[config.mk]
export PLATFORM = sky130hd
export DESIGN_NAME = laneByteAligner
export DESIGN_NICKNAME = d
export VERILOG_FILES = /design/src/rtl/alignPkg.sv /design/src/rtl/alignDatapath.sv /design/src/rtl/alignControl.sv /design/src/rtl/laneByteAligner.sv
export SDC_FILE = /design/constraint.sdc
export NUM_CORES = 1
export LEC_CHECK = 0
export CORE_ASPECT_RATIO = 0.75
export CORE_MARGIN = 2
export CORE_UTILIZATION = 50
export CTS_CLUSTER_SIZE = 40
export DETAILED_ROUTE_END_ITERATION = 6
export PLACE_DENSITY = 0.84
export SYNTH_ARGS = -nofsm -noshare
export SYNTH_HDL_FRONTEND = slang
export SYNTH_SLANG_ARGS = --single-unit
export TNS_END_PERCENT = 100
[constraint.sdc]
create_clock -name clk -period 1.7 [get_ports clk]
set_input_delay 0.425 -clock clk [delete_from_list [all_inputs] [get_ports clk]]
set_output_delay 0.425 -clock clk [all_outputs]
set_load 0.03 [all_outputs]
[src/rtl/alignPkg.sv]
`timescale 1ns/1ps
package alignPkg;

  typedef enum logic {
    ALIGN_SEARCH = 1'b0,
    ALIGN_LOCKED = 1'b1
  } alignStateT;

  typedef struct packed {
    logic searchEn;
    logic capture;
  } ctrlStrobeT;

endpackage

[src/rtl/alignDatapath.sv]
`timescale 1ns/1ps
module alignDatapath
  import alignPkg::*;
#(
  parameter int NUM_LANES = 4,
  parameter int BYTE_W = 8,
  parameter logic [BYTE_W-1:0] SYNC_WORD = 8'hB8
) (
  input  logic                          clk,
  input  logic                          rstN,
  input  logic [NUM_LANES-1:0]          serialIn,
  input  ctrlStrobeT                    strobes,
  output logic                          matchHit,
  output logic [NUM_LANES*BYTE_W-1:0]   dataOut
);

  localparam int DATA_W = NUM_LANES * BYTE_W;

  logic [BYTE_W-1:0] laneSr   [NUM_LANES];
  logic [BYTE_W-1:0] laneNext [NUM_LANES];
  logic [BYTE_W-1:0] laneData [NUM_LANES];

  for (genvar l = 0; l < NUM_LANES; l++) begin : gLane
    // newest bit enters at the MSB, so the oldest bit ends up as LSB
    assign laneNext[l] = {serialIn[l], laneSr[l][BYTE_W-1:1]};

    always_ff @(posedge clk or negedge rstN) begin
      if (!rstN) begin
        laneSr[l] <= '0;
      end else begin
        laneSr[l] <= laneNext[l];
      end
    end

    always_ff @(posedge clk or negedge rstN) begin
      if (!rstN) begin
        laneData[l] <= '0;
      end else if (strobes.capture) begin
        laneData[l] <= laneNext[l];
      end
    end

    assign dataOut[l*BYTE_W +: BYTE_W] = laneData[l];
  end

  // only lane 0 carries a detector
  assign matchHit = strobes.searchEn && (laneSr[0] == SYNC_WORD);

  if (DATA_W < 1) begin : gBadWidth
    initial $error("alignDatapath: empty data path");
  end

endmodule

[src/rtl/alignControl.sv]
`timescale 1ns/1ps
module alignControl
  import alignPkg::*;
#(
  parameter int BYTE_W = 8
) (
  input  logic       clk,
  input  logic       rstN,
  input  logic       rearm,
  input  logic       matchHit,
  output ctrlStrobeT strobes,
  output logic       byteSync,
  output logic       byteValid
);

  localparam int CNT_W = (BYTE_W > 1) ? $clog2(BYTE_W) : 1;
  localparam logic [CNT_W-1:0] LAST_BIT  = CNT_W'(BYTE_W - 1);
  localparam logic [CNT_W-1:0] FIRST_BIT = CNT_W'(1 % BYTE_W);

  alignStateT       state;
  logic [CNT_W-1:0] bitCnt;
  logic             validQ;

  always_comb begin
    strobes.searchEn = (state == ALIGN_SEARCH) && !rearm;
    strobes.capture  = (state == ALIGN_LOCKED) && (bitCnt == LAST_BIT) && !rearm;
  end

  always_ff @(posedge clk or negedge rstN) begin
    if (!rstN) begin
      state  <= ALIGN_SEARCH;
      bitCnt <= '0;
      validQ <= 1'b0;
    end else if (rearm) begin
      state  <= ALIGN_SEARCH;
      bitCnt <= '0;
      validQ <= 1'b0;
    end else begin
      validQ <= strobes.capture;
      if (matchHit) begin
        state  <= ALIGN_LOCKED;
        bitCnt <= FIRST_BIT;
      end else if (state == ALIGN_LOCKED) begin
        bitCnt <= (bitCnt == LAST_BIT) ? '0 : bitCnt + 1'b1;
      end
    end
  end

  assign byteSync  = (state == ALIGN_LOCKED);
  assign byteValid = validQ;


  sync_rise_chk: assert property (@(posedge clk) disable iff (!rstN)
    $rose(byteSync) |-> $past(matchHit));


  valid_locked_chk: assert property (@(posedge clk) disable iff (!rstN)
    byteValid |-> byteSync);


  valid_gap_chk: assert property (@(posedge clk) disable iff (!rstN)
    byteValid |=> !byteValid);


  lock_hold_chk: assert property (@(posedge clk) disable iff (!rstN)
    (byteSync && !rearm) |=> byteSync);


  rearm_clear_chk: assert property (@(posedge clk) disable iff (!rstN)
    rearm |=> (!byteSync && !byteValid));

endmodule

[src/rtl/laneByteAligner.sv]
`timescale 1ns/1ps
module laneByteAligner
  import alignPkg::*;
#(
  parameter int NUM_LANES = 4,
  parameter int BYTE_W = 8,
  parameter logic [BYTE_W-1:0] SYNC_WORD = 8'hB8
) (
  input  logic                        clk,
  input  logic                        rstN,
  input  logic                        rearm,
  input  logic [NUM_LANES-1:0]        serialIn,
  output logic [NUM_LANES*BYTE_W-1:0] byteData,
  output logic                        byteValid,
  output logic                        byteSync
);

  ctrlStrobeT strobes;
  logic       matchHit;

  alignDatapath #(
    .NUM_LANES (NUM_LANES),
    .BYTE_W    (BYTE_W),
    .SYNC_WORD (SYNC_WORD)
  ) u_datapath (
    .clk      (clk),
    .rstN     (rstN),
    .serialIn (serialIn),
    .strobes  (strobes),
    .matchHit (matchHit),
    .dataOut  (byteData)
  );

  alignControl #(
    .BYTE_W (BYTE_W)
  ) u_control (
    .clk       (clk),
    .rstN      (rstN),
    .rearm     (rearm),
    .matchHit  (matchHit),
    .strobes   (strobes),
    .byteSync  (byteSync),
    .byteValid (byteValid)
  );


  data_hold_chk: assert property (@(posedge clk) disable iff (!rstN)
    !byteValid |-> $stable(byteData));

endmodule

# After elaboration in Yosys (flattened, before gate mapping)
# Cells that the tools add are included.
# totals
output_inout_bits,34
reg_bits,69
wordCells,29
# op_classes
n_reduce_logical,7
n_eq_ne,2
addsub,1
n_mux,7
bitwise,1
# op_table
operator,count
3-bit 2-to-1 mux,4
"8-bit == test, second input constant",1
1-bit logical AND,4
"3-bit by 1-bit adder with 3-bit output, second input constant",1
"3-bit == test, second input constant",1
1-bit 2-to-1 mux,3
3-bit nonzero test,1
2-bit nonzero test,1
1-bit logical NOT,1
1-bit inverter,1

# Logic depth before layout (Yosys ltp)
# Gate-level depths: netlist (run 1).
# logic_depth
depth_word,5
depth_mapped,5

# Cells and area by module
# Synthesis (run 1) repeated with hierarchy kept, for this count alone.
# unflattened
hier_cells,122
hier_area_um2,2167.1
# by_module_without_submodules
module,area_per_inst_um2,n_inst,seq_area_each_um2,cells_per_inst
alignDatapath,1935.6,1,1526.5,101
alignControl,231.5,1,125.1,21

# Worst setup path before layout (run 1)
# Ideal clock, no wire load.
# synth_timing
path_type,register to register
start,register u_control.bitCnt[0]
end,register u_datapath.laneData (netlist bit u_datapath.dataOut[0])
stages_incl_launch_ff,6
n_path_buf,1
t_required_ns,1.575
arrival_ns,1.372
path_slack_ns,0.203
path_cell_list,dfrtp_1 > ha_1 > ha_1 > nand3b_4 > buf_6 > mux2_4
# synth_between
elab_chain_len,3
# synth_lines
item,line_no,source
from (decl),alignControl.sv:21,logic [CNT_W-1:0] bitCnt;
from (signal assigned),alignControl.sv:44,bitCnt <= (bitCnt == LAST_BIT) ? '0 : bitCnt + 1'b1;
3-bit == test,alignControl.sv:26,strobes.capture = (state == ALIGN_LOCKED) && (bitCnt == LAST_BIT) && !rearm;
1-bit logical AND (2 in series),alignControl.sv:26,
"to (signal, indexed assignment)",alignDatapath.sv:39,laneData[l] <= laneNext[l];
to (decl),alignDatapath.sv:21,logic [BYTE_W-1:0] laneData [NUM_LANES];
# No other way between the ends.
# A chain may end at the register's enable or synchronous reset.

# Final worst setup path (run 1)
# layout_timing
start,register u_control.bitCnt[0]
end,register u_datapath.laneData (netlist bit u_datapath.dataOut[7])
# Same word-level chain as after synthesis.

==> results of run 1 <==
## final cells by class
class	instances	area [µm²]	share of cell area, %
flip-flops and latches	66	1650	56.0
multi-input cells	48	594	20.1
repair buffers	45	428	14.5
clock buffers	14	163	5.51
well taps	57	71.3	2.42
clock inverters	2	35.0	1.19
inverters	2	7.51	0.254
## cell usage in the layout, fill, tap and decap left out
cell	synthesis	routed
nor4b_1	1	1
nor2b_1	2	2
bufinv_16	0	1
buf_2	0	1
clkinv_2	0	1
mux2_2	3	3
dlygate4sd2_1	0	34
buf_12	0	3
a21oi_1	2	2
ha_1	2	2
nand4_1	1	1
clkbuf_1	0	3
clkbuf_8	0	11
clkdlybuf4s50_1	0	5
dfrtp_1	66	66
a32o_1	2	2
a211oi_1	1	1
buf_4	0	2
nor2_1	4	4
nand3b_4	1	1
mux2_4	29	29
inv_1	2	2
## power groups by stage
stage | combinational [µW] | sequential, µW | clock (µW)
after floorplan | 5.83 | 1650 | 0
after global placement | 56.8 | 1650 | 0
after detailed placement | 61.6 | 1650 | 0
after CTS | 61.4 | 1630 | 1340
after global routing | 68.0 | 1630 | 1410
final | 58.2 | 1630 | 1300
## kinds of logic after synthesis
group / synth area share [%]
flops: 72.2
mux: 20.5
simple gates: 2.74
compound gates: 1.64
buf+inv: 1.81
fa+ha+maj: 1.09
## sequential cells by signal (all words and copies together), names as in the netlist
signal / flops
u_control.byteValid: 1
u_datapath.dataOut: 32
u_control.byteSync: 1
u_datapath.laneNext: 28
u_control.bitCnt: 3
u_datapath.laneSr: 1
## metrics by stage
stage,setup slack [ps],util [%]
after floorplan,203,-
after global placement,-20.2,62.9
after detailed placement,-56.5,62.9
after CTS,72.7,66.4
after global routing,35.6,66.4
final,83.6,66.4
## layer usage
layer	part of all wire (%)	track usage, %	vias to the layer above
met1	45	24.0	593
met4	2.5	7.50	0
met5	0	0	-
met3	6.8	9.83	11
li1	-	-	521
met2	46	24.5	41
## path summary, 6_finish.rpt
path                                                      end  cells after the start                               from
setup / recovery            u_datapath.dataOut[7]$_DFFE_PN0P_                      5    u_control.bitCnt[0]$_DFFE_PN0P_
hold / removal              u_datapath.dataOut[2]$_DFFE_PN0P_                      1                               rstN
setup reg to reg            u_datapath.dataOut[7]$_DFFE_PN0P_                      5    u_control.bitCnt[0]$_DFFE_PN0P_
hold reg to reg             u_datapath.laneNext[21]$_DFF_PN0_                      0  u_datapath.laneNext[22]$_DFF_PN0_
max in group asynchronous  u_datapath.dataOut[15]$_DFFE_PN0P_                      2                               rstN
min in group clk            u_datapath.laneNext[21]$_DFF_PN0_                      0  u_datapath.laneNext[22]$_DFF_PN0_
## worst max-delay path, stage by stage, from the launching register on
cell      delay, ps
dfrtp_1         410
ha_1            220
ha_1            220
nand3b_4        110
buf_12          190
mux2_2          350
==> results.sh, run 1 <==
export IMPL_arrival_ps=1840
export IMPL_drv_cap=0
export IMPL_startpoint_type="register"
export IMPL_synth_area_leaders="dfrtp_1, mux2_4, buf_6"
export IMPL_cts_tree="done"
export IMPL_drcViolationCount=0
export IMPL_drt_initial_drc_count=43
export IMPL_overflow=0
export IMPL_core_area_um2=4440
export IMPL_power_uw=2980
export IMPL_synth_largest_area_cell="dfrtp_1"
export IMPL_routed_via_density=4.98
export IMPL_routed_wl_um=3810
export IMPL_grt_use_total_pct=18.0
export IMPL_fp_dieW_um=82.1
export IMPL_yosys_warnings=0
export IMPL_syn_area_per_cell_um2=19.2
export IMPL_post_cts_setup_buffers=0
export IMPL_first_global_vias=1288
export IMPL_drive_above_1_share_pct=29.4
export IMPL_synth_top_area_share_pct=72.2
export IMPL_async_flop_share_pct=100
export IMPL_hold_slack_ps=51.5
export IMPL_slew_violations=0
export IMPL_p_leak_uw=0.00169
export IMPL_grt_pass1_wl_um=6560
export IMPL_cts_sinks=66
export IMPL_timing_final_crit_share_pct=95.1
export IMPL_areaGrowthSynthToFinish_pct=29.0
export IMPL_root_buffer="clkbuf_8"
export IMPL_syn_inst=119
export IMPL_cts_clk_slew_worst_paths_ps=60
export IMPL_final_nets=181
export IMPL_hold_violations=0
export IMPL_ctsResizeCount=34
export IMPL_n_antenna_cell=0
export IMPL_num_rows=21
export IMPL_mappedNetlistArea_um2=2290
export IMPL_switching_share_pct=20.0
export IMPL_vdd_drop_max_mv=0.637
export IMPL_pwr_share_comb_pct=2.0
export IMPL_rsz0062_at_grt="no"
export IMPL_gp_congestion=0.689
export IMPL_worstMarginPinSlew_ps=492
export IMPL_firstDrtPassIters=4
export IMPL_h_tree_depth=3
export IMPL_grt_max_degree=47
export IMPL_port_buffers=40
export IMPL_numCtsBuffers=9
export IMPL_layoutNonFillerInstCount=234
export IMPL_path_max_fanout=18
export IMPL_setup_worst_path_end_class="register"
export IMPL_powerDensity_nw_per_um2=1010
export IMPL_outcome="finished clean"
export IMPL_p_sw_uw=596
export IMPL_ys_ff_latch=66
export IMPL_clock_latency_ps=330
export IMPL_synth_common_cells="dfrtp_1, mux2_4, nor2_1"
export IMPL_design_area_um2=2950
export IMPL_wl_per_cell_um=16.3
export IMPL_skew_ps=3.19
export IMPL_yosysMostFrequentCell="dfrtp_1"
export IMPL_start_util_pct=51.5
export IMPL_cts_path_max_buffers=2
export IMPL_hpwl_um=2490
export IMPL_vias=1166
export IMPL_intPower_uw=2390
export IMPL_fp_dieH_um=62.6
export IMPL_seq_area_frac_synth_pct=72.2
export IMPL_required_ps=1920
export IMPL_fillers=322
export IMPL_tns_ps=0
export IMPL_dpl_cell_area_um2=2800
export IMPL_path_class="reg -> reg"
export IMPL_seqPwrFrac_pct=54.5
export IMPL_antenna_found_initial=0
export IMPL_synth_nets=128
export IMPL_dpl_cell_count=218
export IMPL_synth_enable_flop_cells=0
export IMPL_setup_viol=0
export IMPL_period_needed_ps=1620
export IMPL_max_clock_freq_mhz=619
export IMPL_rrSetupSlack_ps=80
export IMPL_design_portCount=41
export IMPL_ys_types=14
export IMPL_die_area_um2=5140
export IMPL_slew_headroom_pct=67.2
export IMPL_antenna_left=0
export IMPL_p_clk_share_pct=43.5
export IMPL_ctsHoldBuffers=0
export IMPL_hp_class="in -> async"
export IMPL_synth_ff_type="dfrtp_1"
(Power assumes the default switching activity.)
==> inputs of run 2 (changes only) <==
CORE_ASPECT_RATIO = 1.1   (was 0.75)
==> results.sh, run 2 (synthesized netlist as in run 1, its figures left out) <==
export IMPL_setup_worst_path_end_class="register"
export IMPL_drcViolationCount=0
export IMPL_met1_length_um=1620
export IMPL_core_area_um2=4350
export IMPL_finish_utilization_pct=68.4
export IMPL_routed_wl_um=3880
export IMPL_layout_common_cells="dfrtp_1, dlygate4sd2_1, mux2_4, clkbuf_8, clkdlybuf4s50_1"
export IMPL_path_max_fanout=17
export IMPL_slew_headroom_pct=77.5
export IMPL_hold_slack_ps=82.1
export IMPL_critPathMaxStageDelay_ps=400
export IMPL_largest_reg_flops=32
export IMPL_skew_ps=8.59
export IMPL_antenna_left=0
export IMPL_drv_cap=0
export IMPL_tns_ps=0
export IMPL_met3RoutedLength_um=186
export IMPL_hp_class="in -> async"
export IMPL_port_buffers=40
export IMPL_worst_slack_ps=92.7
export IMPL_vias=1152
export IMPL_path_buf_inv=1
export IMPL_h_tree_depth=3
export IMPL_start_util_pct=52.6
export IMPL_grt_use_total_pct=17.5
export IMPL_antenna_found_initial=0
export IMPL_cts_path_max_buffers=2
export IMPL_worstMarginPinSlew_ps=337
export IMPL_timing_final_crit_share_pct=94.5
export IMPL_required_ps=1910
export IMPL_root_buffer="clkbuf_8"
export IMPL_max_clock_freq_mhz=622
export IMPL_slew_violations=0
export IMPL_gp_congestion=0.668
export IMPL_powerDensity_nw_per_um2=1060
export IMPL_rsz0062_at_grt="no"
export IMPL_dr_wl_met2_um=2010
export IMPL_cts_sinks=66
export IMPL_fp_dieW_um=68.5
export IMPL_p_leak_uw=0.00170
export IMPL_final_common_cell="dfrtp_1"
export IMPL_areaGrowthSynthToFinish_pct=30.0
export IMPL_wl_per_cell_um=16.7
export IMPL_routed_via_density=4.97
export IMPL_register_area_um2=1650
export IMPL_drive_above_1_share_pct=30.9
export IMPL_numCtsBuffers=9
export IMPL_crit_path_cell_trace="ha_1 > ha_1 > nand3b_4 > buf_12 > mux2_2"
export IMPL_outcome="finished clean"
export IMPL_cpMostUsedCell="ha_1"
export IMPL_top_layer_used="met4"
export IMPL_final_nets=182
export IMPL_cts_clk_slew_worst_paths_ps=70
export IMPL_num_rows=25
export IMPL_grt_max_degree=67
export IMPL_n_antenna_cell=0
export IMPL_multi_input_area_um2=594
export IMPL_overflow=0
export IMPL_cp_top_family="adder cells"
export IMPL_arrival_ps=1820
export IMPL_cts_tree="done"
export IMPL_dp_slack_ps=-51.3
export IMPL_hold_violations=0
export IMPL_clock_latency_ps=330
export IMPL_period_needed_ps=1610
export IMPL_startpoint_type="register"
export IMPL_slowest_stage="dfrtp_1"
export IMPL_path_class="reg -> reg"
export IMPL_drt_initial_drc_count=27
export IMPL_power_uw=3150
export IMPL_fp_dieH_um=74.9
export IMPL_die_area_um2=5130
export IMPL_fillers=301
export IMPL_setup_viol=0
export IMPL_firstDrtPassIters=4
export IMPL_vdd_drop_max_mv=0.885
export IMPL_design_portCount=41
export IMPL_first_global_vias=1273
export IMPL_grt_pass1_wl_um=6220
export IMPL_hpwl_um=2500
[run 2: cell types whose count changed in the layout (fill, tap and decap cells not counted), sizes merged]
cell and delta:
clkinv +1, bufinv +1, clkbuf -2, buf +1
[run 2: worst paths after layout]
check,start,end,slack [ps],cells past startpoint
min in group clk,u_datapath.laneNext[4]$_DFF_PN0_,u_datapath.laneNext[3]$_DFF_PN0_,380,0
worst max-delay path,u_control.bitCnt[0]$_DFFE_PN0P_,u_datapath.dataOut[23]$_DFFE_PN0P_,90,5
max in group asynchronous,rstN,u_datapath.dataOut[30]$_DFFE_PN0P_,1330,2
worst max register to register,u_control.bitCnt[0]$_DFFE_PN0P_,u_datapath.dataOut[23]$_DFFE_PN0P_,90,5
worst min register to register,u_datapath.laneNext[4]$_DFF_PN0_,u_datapath.laneNext[3]$_DFF_PN0_,380,0
worst min-delay path,rstN,u_datapath.laneNext[12]$_DFF_PN0_,80,2
[run 2: final cells by class]
class / instances / share of cell area (%)
inverter: 2 / 0.253
clock inverter: 4 / 2.48
tap: 54 / 2.27
clock buffer: 12 / 5.22
sequential: 66 / 55.6
multi-input combinational: 48 / 20.0
timing repair buffer: 46 / 14.2
[run 2: timing repair]
item	4_1_cts	5_1_grt
setup buffers	0	0
hold buffers	0	0
endpoints found under the setup margin	34	0
resized for setup	34	0
[run 2: worst register-to-register path, delay by kind of cell, from the launching register on]
kind / cells / cell delay (ps)
buffers and inverters: 1 / 190
muxes: 1 / 360
adders and majority gates: 2 / 430
DFF: 1 / 400
and+or+nand+nor: 1 / 120
[run 2: routing by layer]
layer	up-vias	track usage, %
met2	31	26.8
met3	6	6.13
met5	-	0
li1	519	-
met4	0	8.00
met1	596	22.5
[run 2: where the power goes]
| group | switching, µW | internal [µW] |
|---|---|---|
| clock network | 554 | 907 |
| logic | 35.3 | 22.0 |
| registers | 21.8 | 1610 |
| total | 611 | 2530 |
[run 2: per-stage QoR]
| step | instances | instance area, µm² |
|---|---|---|
| 3_5_place_dp | 216 | 2790 |
| 2_1_floorplan | 119 | 2290 |
| 3_3_place_gp | 216 | 2790 |
| 6_report | 232 | 2970 |
| 4_1_cts | 232 | 2970 |
| 5_1_grt | 232 | 2970 |
